File: config.mk
export PLATFORM = sky130hd
export DESIGN_NAME = pfx_ctrl_regs
export DESIGN_NICKNAME = d
export VERILOG_FILES = /design/src/rtl/pfx_pkg.sv /design/src/rtl/pfx_cfg_bank.sv /design/src/rtl/pfx_seq.sv /design/src/rtl/pfx_irq_unit.sv /design/src/rtl/pfx_ctrl_regs.sv
export SDC_FILE = /design/constraint.sdc
export NUM_CORES = 1
export LEC_CHECK = 0
export BUFFER_PORTS_ARGS = -buffer_cell sky130_fd_sc_hd__buf_2
export CAP_MARGIN = 40
export CORE_MARGIN = 2
export CORE_UTILIZATION = 48
export CTS_CLUSTER_SIZE = 40
export DETAILED_ROUTE_END_ITERATION = 8
export PLACE_DENSITY_LB_ADDON = 0.15
export SLEW_MARGIN = 15
export SYNTH_ARGS = -nofsm -noshare
export SYNTH_HDL_FRONTEND = slang
export SYNTH_SLANG_ARGS = --single-unit
File: constraint.sdc
create_clock -name clk -period 4.2 [get_ports clk]
set_input_delay 1.05 -clock clk [delete_from_list [all_inputs] [get_ports clk]]
set_output_delay 1.05 -clock clk [all_outputs]
set_load 0.01 [all_outputs]
File: src/rtl/pfx_pkg.sv
package pfx_pkg;
    typedef enum logic {PF_IDLE, PF_RUN} pf_state_e;

    localparam logic [31:0] CFG_MASK = 32'h7F8F_7FBF;
    localparam int CFG_WMODE_BIT = 0;
    localparam int CFG_DMA_BIT   = 2;
    localparam int CFG_EN_BIT    = 7;
    localparam int CFG_THR_LSB   = 8;
    localparam int THR_W         = 7;
    localparam int CFG_CS_LSB    = 24;
    localparam int CS_W          = 3;

    localparam int A_CFG  = 0;
    localparam int A_CNT  = 1;
    localparam int A_CTRL = 2;
    localparam int A_STAT = 3;
    localparam int A_IEN  = 4;
    localparam int A_ENG  = 5;
endpackage

File: src/rtl/pfx_cfg_bank.sv
module pfx_cfg_bank
    import pfx_pkg::*;
#(
    parameter int CNT_W = 14
) (
    input  logic             clk,
    input  logic             rst_n,
    input  logic             lock,
    input  logic             cfg_we,
    input  logic             cnt_we,
    input  logic [31:0]      wdata,
    output logic [31:0]      cfg_q,
    output logic [CNT_W-1:0] cnt_q
);
    always_ff @(posedge clk or negedge rst_n) begin
        if (!rst_n) begin
            cfg_q <= '0;
        end else if (cfg_we && !lock) begin
            cfg_q <= wdata & CFG_MASK;
        end
    end

    always_ff @(posedge clk or negedge rst_n) begin
        if (!rst_n) begin
            cnt_q <= '0;
        end else if (cnt_we && !lock) begin
            cnt_q <= wdata[CNT_W-1:0];
        end
    end
endmodule

File: src/rtl/pfx_seq.sv
module pfx_seq
    import pfx_pkg::*;
(
    input  logic clk,
    input  logic rst_n,
    input  logic ctrl_we,
    input  logic ctrl_bit,
    input  logic tc_evt,
    output logic running,
    output logic start_p,
    output logic stop_p,
    output logic tc_hit
);
    pf_state_e state_q, state_d;

    always_comb begin
        state_d = state_q;
        unique case (state_q)
            PF_IDLE: if (ctrl_we && ctrl_bit) state_d = PF_RUN;
            PF_RUN:  if (tc_evt || (ctrl_we && !ctrl_bit)) state_d = PF_IDLE;
            default: state_d = PF_IDLE;
        endcase
    end

    always_ff @(posedge clk or negedge rst_n) begin
        if (!rst_n) state_q <= PF_IDLE;
        else        state_q <= state_d;
    end

    always_ff @(posedge clk or negedge rst_n) begin
        if (!rst_n) begin
            start_p <= 1'b0;
            stop_p  <= 1'b0;
        end else begin
            start_p <= (state_q == PF_IDLE) && (state_d == PF_RUN);
            stop_p  <= (state_q == PF_RUN) && !tc_evt && (state_d == PF_IDLE);
        end
    end

    assign running = (state_q == PF_RUN);
    assign tc_hit  = (state_q == PF_RUN) && tc_evt;
endmodule

File: src/rtl/pfx_irq_unit.sv
module pfx_irq_unit
    import pfx_pkg::*;
#(
    parameter int FILL_W = 7
) (
    input  logic              clk,
    input  logic              rst_n,
    input  logic [FILL_W-1:0] fill,
    input  logic [THR_W-1:0]  thr,
    input  logic              tc_hit,
    input  logic              st_we,
    input  logic              en_we,
    input  logic [1:0]        wbits,
    output logic [1:0]        st_q,
    output logic [1:0]        en_q,
    output logic              irq
);
    logic level_ok;
    assign level_ok = 32'(fill) >= 32'(thr);

    always_ff @(posedge clk or negedge rst_n) begin
        if (!rst_n) begin
            st_q <= '0;
            en_q <= '0;
            irq  <= 1'b0;
        end else begin
            if (st_we && wbits[0]) st_q[0] <= 1'b0;
            else if (level_ok)     st_q[0] <= 1'b1;
            if (tc_hit)                 st_q[1] <= 1'b1;
            else if (st_we && wbits[1]) st_q[1] <= 1'b0;
            if (en_we) en_q <= wbits;
            if (irq != |(en_q & st_q)) irq <= |(en_q & st_q);
        end
    end
endmodule

File: src/rtl/pfx_ctrl_regs.sv
module pfx_ctrl_regs
    import pfx_pkg::*;
#(
    parameter int ADDR_W     = 3,
    parameter int CNT_W      = 14,
    parameter int FIFO_DEPTH = 64,
    parameter int NCS        = 8,
    localparam int FILL_W    = $clog2(FIFO_DEPTH + 1)
) (
    input  logic              clk,
    input  logic              rst_n,
    input  logic              bus_we,
    input  logic [ADDR_W-1:0] bus_addr,
    input  logic [31:0]       bus_wdata,
    output logic [31:0]       bus_rdata,
    input  logic [FILL_W-1:0] eng_fill,
    input  logic [CNT_W-1:0]  eng_remaining,
    input  logic              eng_tc,
    output logic              eng_running,
    output logic              eng_start,
    output logic              eng_stop,
    output logic              eng_fill_req,
    output logic [CNT_W-1:0]  eng_load_count,
    output logic [FILL_W-1:0] eng_load_fill,
    output logic              cfg_write_mode,
    output logic              cfg_dma_en,
    output logic [THR_W-1:0]  cfg_threshold,
    output logic [CS_W-1:0]   cfg_cs,
    output logic [NCS-1:0]    win_sel,
    output logic              irq
);
    logic [31:0]      cfg_q;
    logic [CNT_W-1:0] cnt_q;
    logic [1:0]       st_q, en_q;
    logic             tc_hit;
    logic             we_cfg, we_cnt, we_ctrl, we_stat, we_ien;

    assign we_cfg  = bus_we && (32'(bus_addr) == A_CFG);
    assign we_cnt  = bus_we && (32'(bus_addr) == A_CNT);
    assign we_ctrl = bus_we && (32'(bus_addr) == A_CTRL);
    assign we_stat = bus_we && (32'(bus_addr) == A_STAT);
    assign we_ien  = bus_we && (32'(bus_addr) == A_IEN);

    pfx_cfg_bank #(.CNT_W(CNT_W)) u_cfg (
        .clk(clk), .rst_n(rst_n), .lock(eng_running),
        .cfg_we(we_cfg), .cnt_we(we_cnt), .wdata(bus_wdata),
        .cfg_q(cfg_q), .cnt_q(cnt_q)
    );

    pfx_seq u_seq (
        .clk(clk), .rst_n(rst_n), .ctrl_we(we_ctrl), .ctrl_bit(bus_wdata[0]),
        .tc_evt(eng_tc), .running(eng_running), .start_p(eng_start),
        .stop_p(eng_stop), .tc_hit(tc_hit)
    );

    pfx_irq_unit #(.FILL_W(FILL_W)) u_irq (
        .clk(clk), .rst_n(rst_n), .fill(eng_fill), .thr(cfg_threshold),
        .tc_hit(tc_hit), .st_we(we_stat), .en_we(we_ien),
        .wbits(bus_wdata[1:0]), .st_q(st_q), .en_q(en_q), .irq(irq)
    );

    assign cfg_write_mode = cfg_q[CFG_WMODE_BIT];
    assign cfg_dma_en     = cfg_q[CFG_DMA_BIT];
    assign cfg_threshold  = cfg_q[CFG_THR_LSB +: THR_W];
    assign cfg_cs         = cfg_q[CFG_CS_LSB +: CS_W];
    assign eng_load_count = cnt_q;
    assign eng_load_fill  = cfg_write_mode ? FILL_W'(FIFO_DEPTH) : '0;
    assign eng_fill_req   = eng_start && !cfg_write_mode;

    for (genvar g = 0; g < NCS; g++) begin : g_win
        assign win_sel[g] = cfg_q[CFG_EN_BIT] && (32'(cfg_cs) == g);
    end

    always_comb begin
        bus_rdata = '0;
        case (32'(bus_addr))
            A_CFG:   bus_rdata = cfg_q;
            A_CNT:   bus_rdata = 32'(cnt_q);
            A_CTRL:  bus_rdata = {31'b0, eng_running};
            A_STAT:  bus_rdata = {30'b0, st_q};
            A_IEN:   bus_rdata = {30'b0, en_q};
            A_ENG:   bus_rdata = 32'(eng_fill) | (32'(eng_remaining) << 16);
            default: bus_rdata = '0;
        endcase
    end
endmodule

==> impl_summary.txt, run 1 <==
----------------------------------------------------
[Synthesis]
  Synthesized area ... between 2000 and 3000 um^2
  Proportion of synthesized chip area in sequential cells ... ~43%
  Most used flip-flop cell after synthesis ... dfrtp_1
  Number of enable-type register cells in the synthesized netlist ... 0
  Number of warnings issued by yosys ... 0
  Number of synthesized register bits ... 48
  Most repeated cell in the gate-level netlist after synthesis ... dfrtp_1
  Netlist cell types ... 35
  Area leader, netlist ... dfrtp_1
  Top-area cell type share of the netlist area ... between 40% and 50%
  Most instantiated cells after synthesis ... dfrtp_1, nor2_1, mux2_2, buf_4, mux2_4
  Share of flip-flops with an asynchronous set or reset after synthesis ... 100%
  Cell types with the largest area share after synthesis ... dfrtp_1, mux2_4, mux2_2, buf_4, mux2i_1
  Number of standard cells after synthesis ... roughly 250
  Mean instance size in the synthesized netlist ... between 10 and 15 um^2

[Route]
  Final antenna-violating net count ... 0
  Iteration count of the initial detailed-routing pass ... 4
  Number of DRC violations after detailed routing ... 0
  Overall routed net length ... approximately 6400 um
  Wire length per cell after detailed routing ... ~15 um
  Number of DRC markers after the initial detailed-route iteration ... 87
  Per-cell via count in the routed design ... a little over 5
  Via count ... between 2000 and 2500

[Global route]
  Global routing usage summed across all routing layers ... between 15 and 20%
  Remaining Overflow, GRT ... 0
  Wire length of the first global-routing pass ... about 10000 um
  Number of antenna violations at the first check in global routing ... 0
  Pin count of the biggest net entering global routing ... 27
  Vias in the first global route ... approximately 2100

[Min path]
  Class of the worst hold path ... flip-flop to flip-flop
  Worst hold path cell count ... 1

[Timing]
  Final-report max-slew violation count ... 0
  Minimum hold slack ... about 0.52 ns
  Peak clock frequency supported by timing ... around 290 MHz
  Final count of hold timing violations ... 0
  Clk_skew ... roughly 0.0045 ns
  Setup TNS Final ... 0 ns
  Worst-Margin Slew ... a little over 0.8 ns
  Final critical path time including I/O delays and setup ... 3.41 ns
  Final clock period utilization by the worst path ... about four fifths
  Worst setup slack after layout ... 0.786 ns
  Final setup violation count ... 0
  RSZ-0062 raised after global routing ... no
  Remaining max-slew budget at the tightest pin ... 45.2%

[Clocking]
  Post-cts hold buffer count ... 0
  Sinks on the clock net ... between 40 and 50
  Clock slew at reported path FFs ... around 0.08 ns
  H-tree depth ... 2
  Resized cells post-CTS ... 0
  Later-pin clock latency in the skew report ... a little under 0.3 ns
  Setup bufs post-CTS ... 0
  Number of buffers inserted during clock tree synthesis ... 5
  Clock Path Buffers ... 2
  TritonCTS clock tree ... yes
  Root buf cell ... clkbuf_8

[Critical path]
  Crit path launch type ... primary input
  Maximum fanout encountered on the critical timing path ... 19
  Type of the worst setup path ... primary input to output pin
  Required time of the critical path ... ~3.2 ns
  Critical path endpoint category ... output pin
  Depth of the worst register-to-register path ... 2
  Arrival time worst endpoint ... about 2.4 ns

[Placement]
  Pre-CTS setup slack ... 0.802 ns
  Post-DP HPWL ... about 4800 um
  Area after DPL ... 3340 um^2
  # port buffers ... 124
  Inst Count DP ... about 420
  Final weighted congestion of routability-driven global placement ... 0.753

[Power and ir drop]
  Peak ir drop on the vdd network ... approximately 0.00028 V
  Pwr dens ... 466 nW/um^2
  Reported leakage power ... 1.86 nW
  Overall power consumption ... about 1.6 mW

[Floorplan]
  Number of core rows ... 27
  Die height ... ~80 um
  IO Count ... between 100 and 150
  CORE AREA ... between 5000 and 6000 um^2
  Die boundary width ... approximately 80 um
  Full die area ... between 6000 and 7000 um^2
  Starting utilization of the core area ... around 50%

[Finish]
  Layout Cells excl Fill ... between 400 and 500
  Layout Area Growth over Synthesis ... 22.5%
  Final net count ... about 430
  ANT cells ... 0
  Cell area after layout ... approximately 3400 um^2
  Number of fill cells ... approximately 510
  Layout Utilization ... 61.5%
  Fraction of final layout cells sized beyond drive strength 1 ... 49.9%

[Run status]
  Result of the run ... complete, no violations

[Flow run]
  MaxCap Viol Count ... 0

----------------------------------------------------
## registers in the layout (all words and copies together), names as in the netlist
name,count
u_seq.start_p,1
u_cfg.cfg_q,26
u_irq.irq,1
u_seq.stop_p,1
u_seq.running,1
u_irq.en_q,2
u_irq.st_q,2
u_cfg.cnt_q,14
## critical path: stages
cell and delay [ns]:
buf_2 0.33, and2_1 0.54, a22oi_1 0.18, nor2_1 0.12, buf_2 0.14
## metal layers
| metal | track usage (%) | wire length (um) |
|---|---|---|
| met1 | 27.7 | 2890 |
| met2 | 31.7 | 3000 |
| met3 | 4.72 | 416 |
| met4 | 4.24 | 52 |
| met5 | 0 | 0 |
## kinds of logic (layout without fill, tap and decap cells)
| group | count (synthesis) | count (layout) | synth area share, % |
|---|---|---|---|
| compound gates | 26 | 26 | 6.31 |
| fa+ha+maj | 7 | 7 | 3.13 |
| buf+inv | 41 | 142 | 9.12 |
| flops | 48 | 48 | 42.9 |
| mux | 58 | 58 | 25.8 |
| other cells | 1 | 8 | 0.134 |
| simple gates | 70 | 70 | 12.6 |
## final timing paths
| kind | slack [ns] | from | to |
|---|---|---|---|
| max | 0.79 | bus_addr[0] | bus_rdata[27] |
| min | 0.52 | u_cfg.cfg_q[5] | u_cfg.cfg_q[5] |
| max reg2reg | 2.25 | u_seq.running | u_cfg.cfg_q[23] |
| min reg2reg | 0.52 | u_cfg.cfg_q[5] | u_cfg.cfg_q[5] |
| max in group asynchronous | 2.94 | rst_n | u_cfg.cnt_q[1] |
| min in group asynchronous | 0.74 | rst_n | u_cfg.cnt_q[9] |
## cells in the final DEF, fill, tap and decap left out, types with 2 or more instances in the layout
cell type / n
mux2_4: 20
a22oi_1: 11
inv_1: 8
conb_1: 8
a21oi_1: 7
and3_1: 3
nand3_1: 3
mux2i_1: 14
nor3b_1: 5
nand4_1: 2
dfrtp_1: 48
o22ai_1: 2
nand2b_1: 6
buf_2: 124
mux2_2: 23
a31oi_1: 2
a22o_1: 2
nor3_1: 3
ha_1: 7
clkbuf_1: 2
nand2_1: 5
nor2_1: 35
clkbuf_8: 6
nor2b_1: 2
## area by class of cell
| type | count | area [um^2] | share of cell area (%) |
|---|---|---|---|
| clock buffers | 8 | 90.1 | 2.63 |
| inverters | 8 | 30.0 | 0.876 |
| multi-input cells | 169 | 1370 | 39.9 |
| flip-flops and latches | 48 | 1200 | 35.0 |
| well taps | 72 | 90.1 | 2.63 |
| repair buffers | 126 | 648 | 18.9 |
## power breakdown
| group | internal [mW] | switching, mW |
|---|---|---|
| clock | 0.135 | 0.143 |
| combinational | 0.325 | 0.263 |
| sequential | 0.606 | 0.124 |
Note: power is estimated with default switching activity, not from simulation.
==> inputs of run 2 (changes only) <==
ABC_AREA = 1   (was default)
CORE_UTILIZATION = 41   (was 48)
clock period = 2.8 ns   (was 4.2 ns; I/O delays follow)
==> run 2 against run 1 <==
- first-iteration DRC count is 33% higher
- flip-flop and latch count unchanged
- count of clock-buffer cells in the layout fell by 2
- via count up 14%
- register-to-register slack got worse by 1.3 ns
- core utilization fell by 8.9 points
- critical path depth up 4
- critical path type unchanged
==> impl_summary.txt, run 2 <==
----------------------------------------------------
[Run status]
  Result of the run ... complete, no violations

[Global route]
  Global routing usage summed across all routing layers ... about a fifth
  Pin count of the biggest net entering global routing ... between 40 and 50
  Remaining Overflow, GRT ... 0
  Wire length of the first global-routing pass ... 11000 um
  Vias in the first global route ... ~2300
  Number of antenna violations at the first check in global routing ... 0

[Floorplan]
  CORE AREA ... 6390 um^2
  IO Count ... roughly 140
  Number of core rows ... 29
  Die boundary width ... between 80 and 90 um
  Die height ... 85.6 um
  Full die area ... about 7300 um^2
  Starting utilization of the core area ... between 40% and 50%

[Clocking]
  Number of buffers inserted during clock tree synthesis ... 5
  Later-pin clock latency in the skew report ... roughly 0.29 ns
  H-tree depth ... 2
  Root buf cell ... clkbuf_8
  TritonCTS clock tree ... yes
  Sinks on the clock net ... 48
  Setup bufs post-CTS ... 0
  Clock Path Buffers ... 2
  Clock slew at reported path FFs ... about 0.09 ns
  Post-cts hold buffer count ... 0
  Resized cells post-CTS ... 0

[Finish]
  Most common cell after layout, fill and taps aside ... buf_2
  Max reg flops ... 26
  FF/Latch Area ... around 1200 um^2
  ANT cells ... 0
  Final net count ... ~520
  Most frequent cells in the layout ... buf_2, nand2_1, dfrtp_1
  Fraction of final layout cells sized beyond drive strength 1 ... 34.9%
  Layout Area Growth over Synthesis ... 23.2%
  Number of fill cells ... between 600 and 700
  Register bank with the most flops ... u_cfg.cfg_q
  Cell area after layout ... around 3400 um^2
  Biggest regs ... u_cfg.cfg_q x26, u_cfg.cnt_q x14
  Footprint of the multi-input gates ... around 1200 um^2

[Synthesis]
  Number of warnings issued by yosys ... 0
  Cell types with the largest area share after synthesis ... dfrtp_1, nand2_1, buf_4, inv_1, nand3_1
  Share of flip-flops with an asynchronous set or reset after synthesis ... between 90% and 100%
  Number of synthesized register bits ... 48
  Most repeated cell in the gate-level netlist after synthesis ... nand2_1
  Synthesized area ... between 2000 and 3000 um^2
  Mean instance size in the synthesized netlist ... 7.93 um^2
  Most used flip-flop cell after synthesis ... dfrtp_1
  Top-area cell type share of the netlist area ... ~44%
  Most instantiated cells after synthesis ... nand2_1, dfrtp_1, inv_1, nor2_1, nand3_1
  Number of standard cells after synthesis ... roughly 340
  Number of enable-type register cells in the synthesized netlist ... 0
  Area leader, netlist ... dfrtp_1
  Netlist cell types ... 24
  Proportion of synthesized chip area in sequential cells ... roughly 44%

[Critical path]
  Ordered cell list for the critical path ... buf_2 > inv_1 > nand3_2 > inv_2 > nand2_1 > nand2_1 > inv_1 > nand3_1 > buf_2
  Arrival time worst endpoint ... roughly 1.8 ns
  Library cell contributing the largest single delay on the critical path ... inv_2
  Crit path launch type ... primary input
  Top delay family on crit path ... buffers and inverters
  Maximum fanout encountered on the critical timing path ... 17
  Type of the worst setup path ... primary input to output pin
  Highest cell delay on the worst timing path ... roughly 0.31 ns
  CP Buf/Inv Count ... 5
  Critical path endpoint category ... output pin
  Required time of the critical path ... 2.10 ns

[Route]
  Per-cell via count in the routed design ... about 4.7
  Number of DRC markers after the initial detailed-route iteration ... between 100 and 150
  Overall routed net length ... roughly 6800 um
  Via count ... around 2500
  Final antenna-violating net count ... 0
  Wire length per cell after detailed routing ... 12.8 um
  Number of DRC violations after detailed routing ... 0
  Iteration count of the initial detailed-routing pass ... 4

[Timing]
  Minimum hold slack ... between 0.3 and 0.4 ns
  Final count of hold timing violations ... 0
  Remaining max-slew budget at the tightest pin ... between 50% and 60%
  Clk_skew ... between 0.008 and 0.009 ns
  Final critical path time including I/O delays and setup ... 2.47 ns
  Worst-Margin Slew ... ~0.68 ns
  Final-report max-slew violation count ... 0
  Final setup violation count ... 0
  Final clock period utilization by the worst path ... 88.0%
  Peak clock frequency supported by timing ... between 400 and 500 MHz
  RSZ-0062 raised after global routing ... no
  Setup TNS Final ... 0 ns

[Placement]
  Post-DP HPWL ... 5110 um
  Final weighted congestion of routability-driven global placement ... 0.808
  Area after DPL ... 3280 um^2
  # port buffers ... roughly 120

[Power and ir drop]
  Pwr dens ... approximately 540 nW/um^2
  Reported leakage power ... approximately 2.0 nW
  Peak ir drop on the vdd network ... ~0.00024 V
  Overall power consumption ... ~1.8 mW

[Min path]
  Class of the worst hold path ... primary input to asynchronous set/reset pin

[Flow run]
  MaxCap Viol Count ... 0

----------------------------------------------------
-- run 2: changes by cell type in the layout (fill, tap and decap cells not counted), moves of 14 or more --
cell	previous run	this run
nand2_1	5	92
mux2_2	23	0
mux2_4	20	0
o21ai_1	0	16
mux2i_1	14	0
inv_1	8	40
nand3_1	3	23
-- run 2: path summary, 6_finish.rpt --
| path | startpoint | end | slack [ns] | cells past startpoint |
|---|---|---|---|---|
| setup / recovery | bus_addr[1] | bus_rdata[1] | 0.33 | 9 |
| hold / removal | rst_n | u_cfg.cfg_q[2] | 0.37 | 1 |
| setup reg to reg | u_seq.running | u_cfg.cfg_q[30] | 0.98 | 4 |
| hold reg to reg | u_cfg.cfg_q[19] | u_cfg.cfg_q[19] | 0.48 | 2 |
| max in group asynchronous | rst_n | u_seq.running | 1.68 | 2 |
| min in group clk | u_cfg.cfg_q[19] | u_cfg.cfg_q[19] | 0.48 | 2 |
-- run 2: logic make-up after synthesis --
group	Yosys count	share of synthesized area [%]
adder cells (fa/ha/maj)	7	3.21
buffers and inverters	76	14.7
AND/OR/NAND/NOR	153	23.9
AO/OA/AOI/OAI	59	14.0
flip-flops	48	44.0
other	1	0.137
-- run 2: layout make-up --
type                       instances  area share, %
sequential                        48           35.8
multi-input combinational        227           34.3
timing repair buffer             128           19.7
inverter                          45           5.03
tap                               77           2.87
clock buffer                       6           2.16
clock inverter                     1          0.149
-- run 2: worst register-to-register path: stages, from the launching register on --
cell     delay, ns
dfrtp_1       0.44
nor2_2        0.57
nand2_4       0.42
nor2_1        0.22
a21oi_1       0.06
-- run 2: power breakdown --
part           total (mW)  switching (mW)  internal [mW]
clock               0.390           0.219          0.170
combinational       0.520           0.303          0.216
sequential          0.904          0.0877          0.816
total                1.81           0.610           1.20
-- run 2: through the flow --
stage | setup slack, ns | utilization, % | cells
global placement | 0.343 | 51.4 | 525
detailed placement | 0.339 | 51.4 | 525
floorplan | 0.705 | - | 351
CTS | 0.337 | 52.6 | 532
finish | 0.335 | 52.6 | 532
global route | 0.211 | 52.6 | 532
-- run 2: per-layer routing --
layer / track usage, % / share of wire (%) / up-vias
met5: 0 / 0 / -
met4: 3.46 / 0.21 / 0
met3: 5.00 / 7.5 / 2
met2: 31.3 / 48 / 83
met1: 24.8 / 45 / 1147
li1: - / - / 1286
==> inputs of run 3 (changes only) <==
CORE_MARGIN = 3   (was 2)
==> run 3 against run 2 <==
- design area rose by 0.78%
- register-to-register slack better by 0.07 ns
- non-clock buffer count grew 1
- first-iteration DRC count increased by 6.0%
- count of clock-buffer cells in the layout rose by 1
- maximum frequency grew 0.99%
- clock power increased by 12%
- total power increased by 2.6%
- die area rose by 4.7%
- global-route usage decreased by 0.61 points
- core utilization grew 0.41 points
- largest power group unchanged
==> impl_summary.txt, run 3 (same netlist as run 2, synthesis figures left out) <==
----------------------------------------------------
[Run status]
  Result of the run ... complete, no violations

[Placement]
  Pre-CTS setup slack ... approximately 0.34 ns
  Post-DP HPWL ... 5260 um
  # port buffers ... 124
  Final weighted congestion of routability-driven global placement ... 0.815

[Flow run]
  MaxCap Viol Count ... 0

[Critical path]
  Maximum fanout encountered on the critical timing path ... 17
  Type of the worst setup path ... primary input to output pin
  Critical path endpoint category ... output pin
  Reg-to-reg setup timing slack ... between 1 and 1.5 ns
  Depth of the worst register-to-register path ... 4
  Required time of the critical path ... 2.10 ns
  Arrival time worst endpoint ... around 1.7 ns
  Endpoint of the lowest-slack register-to-register path ... u_cfg.cfg_q[24]
  Crit path launch type ... primary input
  Worst R2R Start ... u_seq.running

[Route]
  Via count ... roughly 2500
  Overall routed net length ... 6780 um
  Number of DRC violations after detailed routing ... 0
  Final antenna-violating net count ... 0
  Number of DRC markers after the initial detailed-route iteration ... around 120
  Iteration count of the initial detailed-routing pass ... 4
  Per-cell via count in the routed design ... 4.72
  Wire length per cell after detailed routing ... 12.7 um

[Timing]
  Worst-Margin Slew ... between 0.6 and 0.7 ns
  Minimum hold slack ... 0.319 ns
  Final count of hold timing violations ... 0
  Worst setup slack after layout ... approximately 0.36 ns
  Remaining max-slew budget at the tightest pin ... between 50% and 60%
  Setup TNS Final ... 0 ns
  Final setup violation count ... 0
  RSZ-0062 raised after global routing ... no
  Final-report max-slew violation count ... 0
  Final critical path time including I/O delays and setup ... 2.44 ns
  Clk_skew ... 0.00433 ns
  Peak clock frequency supported by timing ... a little over 400 MHz
  Final clock period utilization by the worst path ... approximately 87%

[Floorplan]
  Full die area ... 7670 um^2
  Starting utilization of the core area ... 42.7%
  IO Count ... ~140
  CORE AREA ... ~6400 um^2
  Die height ... roughly 90 um
  Number of core rows ... 29
  Die boundary width ... between 80 and 90 um

[Finish]
  Number of fill cells ... 634
  Fraction of final layout cells sized beyond drive strength 1 ... 35.3%
  Most common cell after layout, fill and taps aside ... buf_2
  Most frequent cells in the layout ... buf_2, nand2_1, dfrtp_1
  Biggest regs ... u_cfg.cfg_q x26, u_cfg.cnt_q x14
  Register bank with the most flops ... u_cfg.cfg_q
  Layout Area Growth over Synthesis ... 24.1%
  Max reg flops ... 26
  ANT cells ... 0
  Footprint of the multi-input gates ... approximately 1200 um^2
  FF/Latch Area ... 1200 um^2
  Final net count ... between 500 and 600

[Power and ir drop]
  Pwr dens ... between 500 and 600 nW/um^2
  Peak ir drop on the vdd network ... roughly 0.00026 V
  Overall power consumption ... between 1.5 and 2 mW
  Reported leakage power ... 2.01 nW

[Global route]
  Number of antenna violations at the first check in global routing ... 0
  Wire length of the first global-routing pass ... 11000 um
  Pin count of the biggest net entering global routing ... 45
  Remaining Overflow, GRT ... 0
  Global routing usage summed across all routing layers ... 18.1%
  Vias in the first global route ... about 2400

[Clocking]
  Root buf cell ... clkbuf_8
  Clock slew at reported path FFs ... approximately 0.08 ns
  Post-cts hold buffer count ... 0
  H-tree depth ... 2
  Number of buffers inserted during clock tree synthesis ... 5
  Sinks on the clock net ... between 40 and 50
  Clock Path Buffers ... 2
  Later-pin clock latency in the skew report ... between 0.2 and 0.3 ns
  Setup bufs post-CTS ... 0
  Resized cells post-CTS ... 0
  TritonCTS clock tree ... yes

[Min path]
  Class of the worst hold path ... primary input to asynchronous set/reset pin

----------------------------------------------------
run 3: worst max-delay path by stage:
stage               endpoint        start  cells after the start
4_1_cts         bus_rdata[1]  bus_addr[1]                      9
3_5_place_dp    bus_rdata[1]  bus_addr[1]                      9
2_1_floorplan  bus_rdata[16]  bus_addr[1]                      5
3_3_place_gp   bus_rdata[29]  bus_addr[1]                      7
5_1_grt         bus_rdata[1]  bus_addr[1]                      9
6_report       bus_rdata[29]  bus_addr[1]                      7
run 3: area by class of cell:
cell class	instances	area share (%)
Multi-Input combinational cell	227	34.0
Inverter	45	4.99
Tap cell	77	2.85
Clock buffer	7	2.85
Sequential cell	48	35.5
Timing Repair Buffer	129	19.8
run 3: stage by stage:
step,std cells,util (%),cell area (um^2)
final,533,53.0,3390
after global routing,533,53.0,3390
after CTS,533,53.0,3390
after detailed placement,526,51.5,3290
after global placement,526,51.5,3290
after floorplan,351,-,2750
run 3: worst max-delay path: stages:
cell     delay, ns
buf_2         0.15
nor2_2        0.18
nand2_2       0.08
inv_2         0.19
buf_12        0.18
a22o_1        0.13
buf_2         0.12
run 3: metal layers:
metal,share of wire [%],global-route usage (%)
met1,43,24.4
met2,47,29.5
met3,10,4.89
met4,0.43,3.77
met5,0,0
run 3: report_power, final:
| part | total (mW) | leakage (nW) | internal (mW) | switching [mW] |
|---|---|---|---|---|
| combinational | 0.520 | 1.37 | 0.218 | 0.303 |
| clock | 0.435 | 0.0503 | 0.220 | 0.215 |
| sequential | 0.904 | 0.593 | 0.816 | 0.0882 |
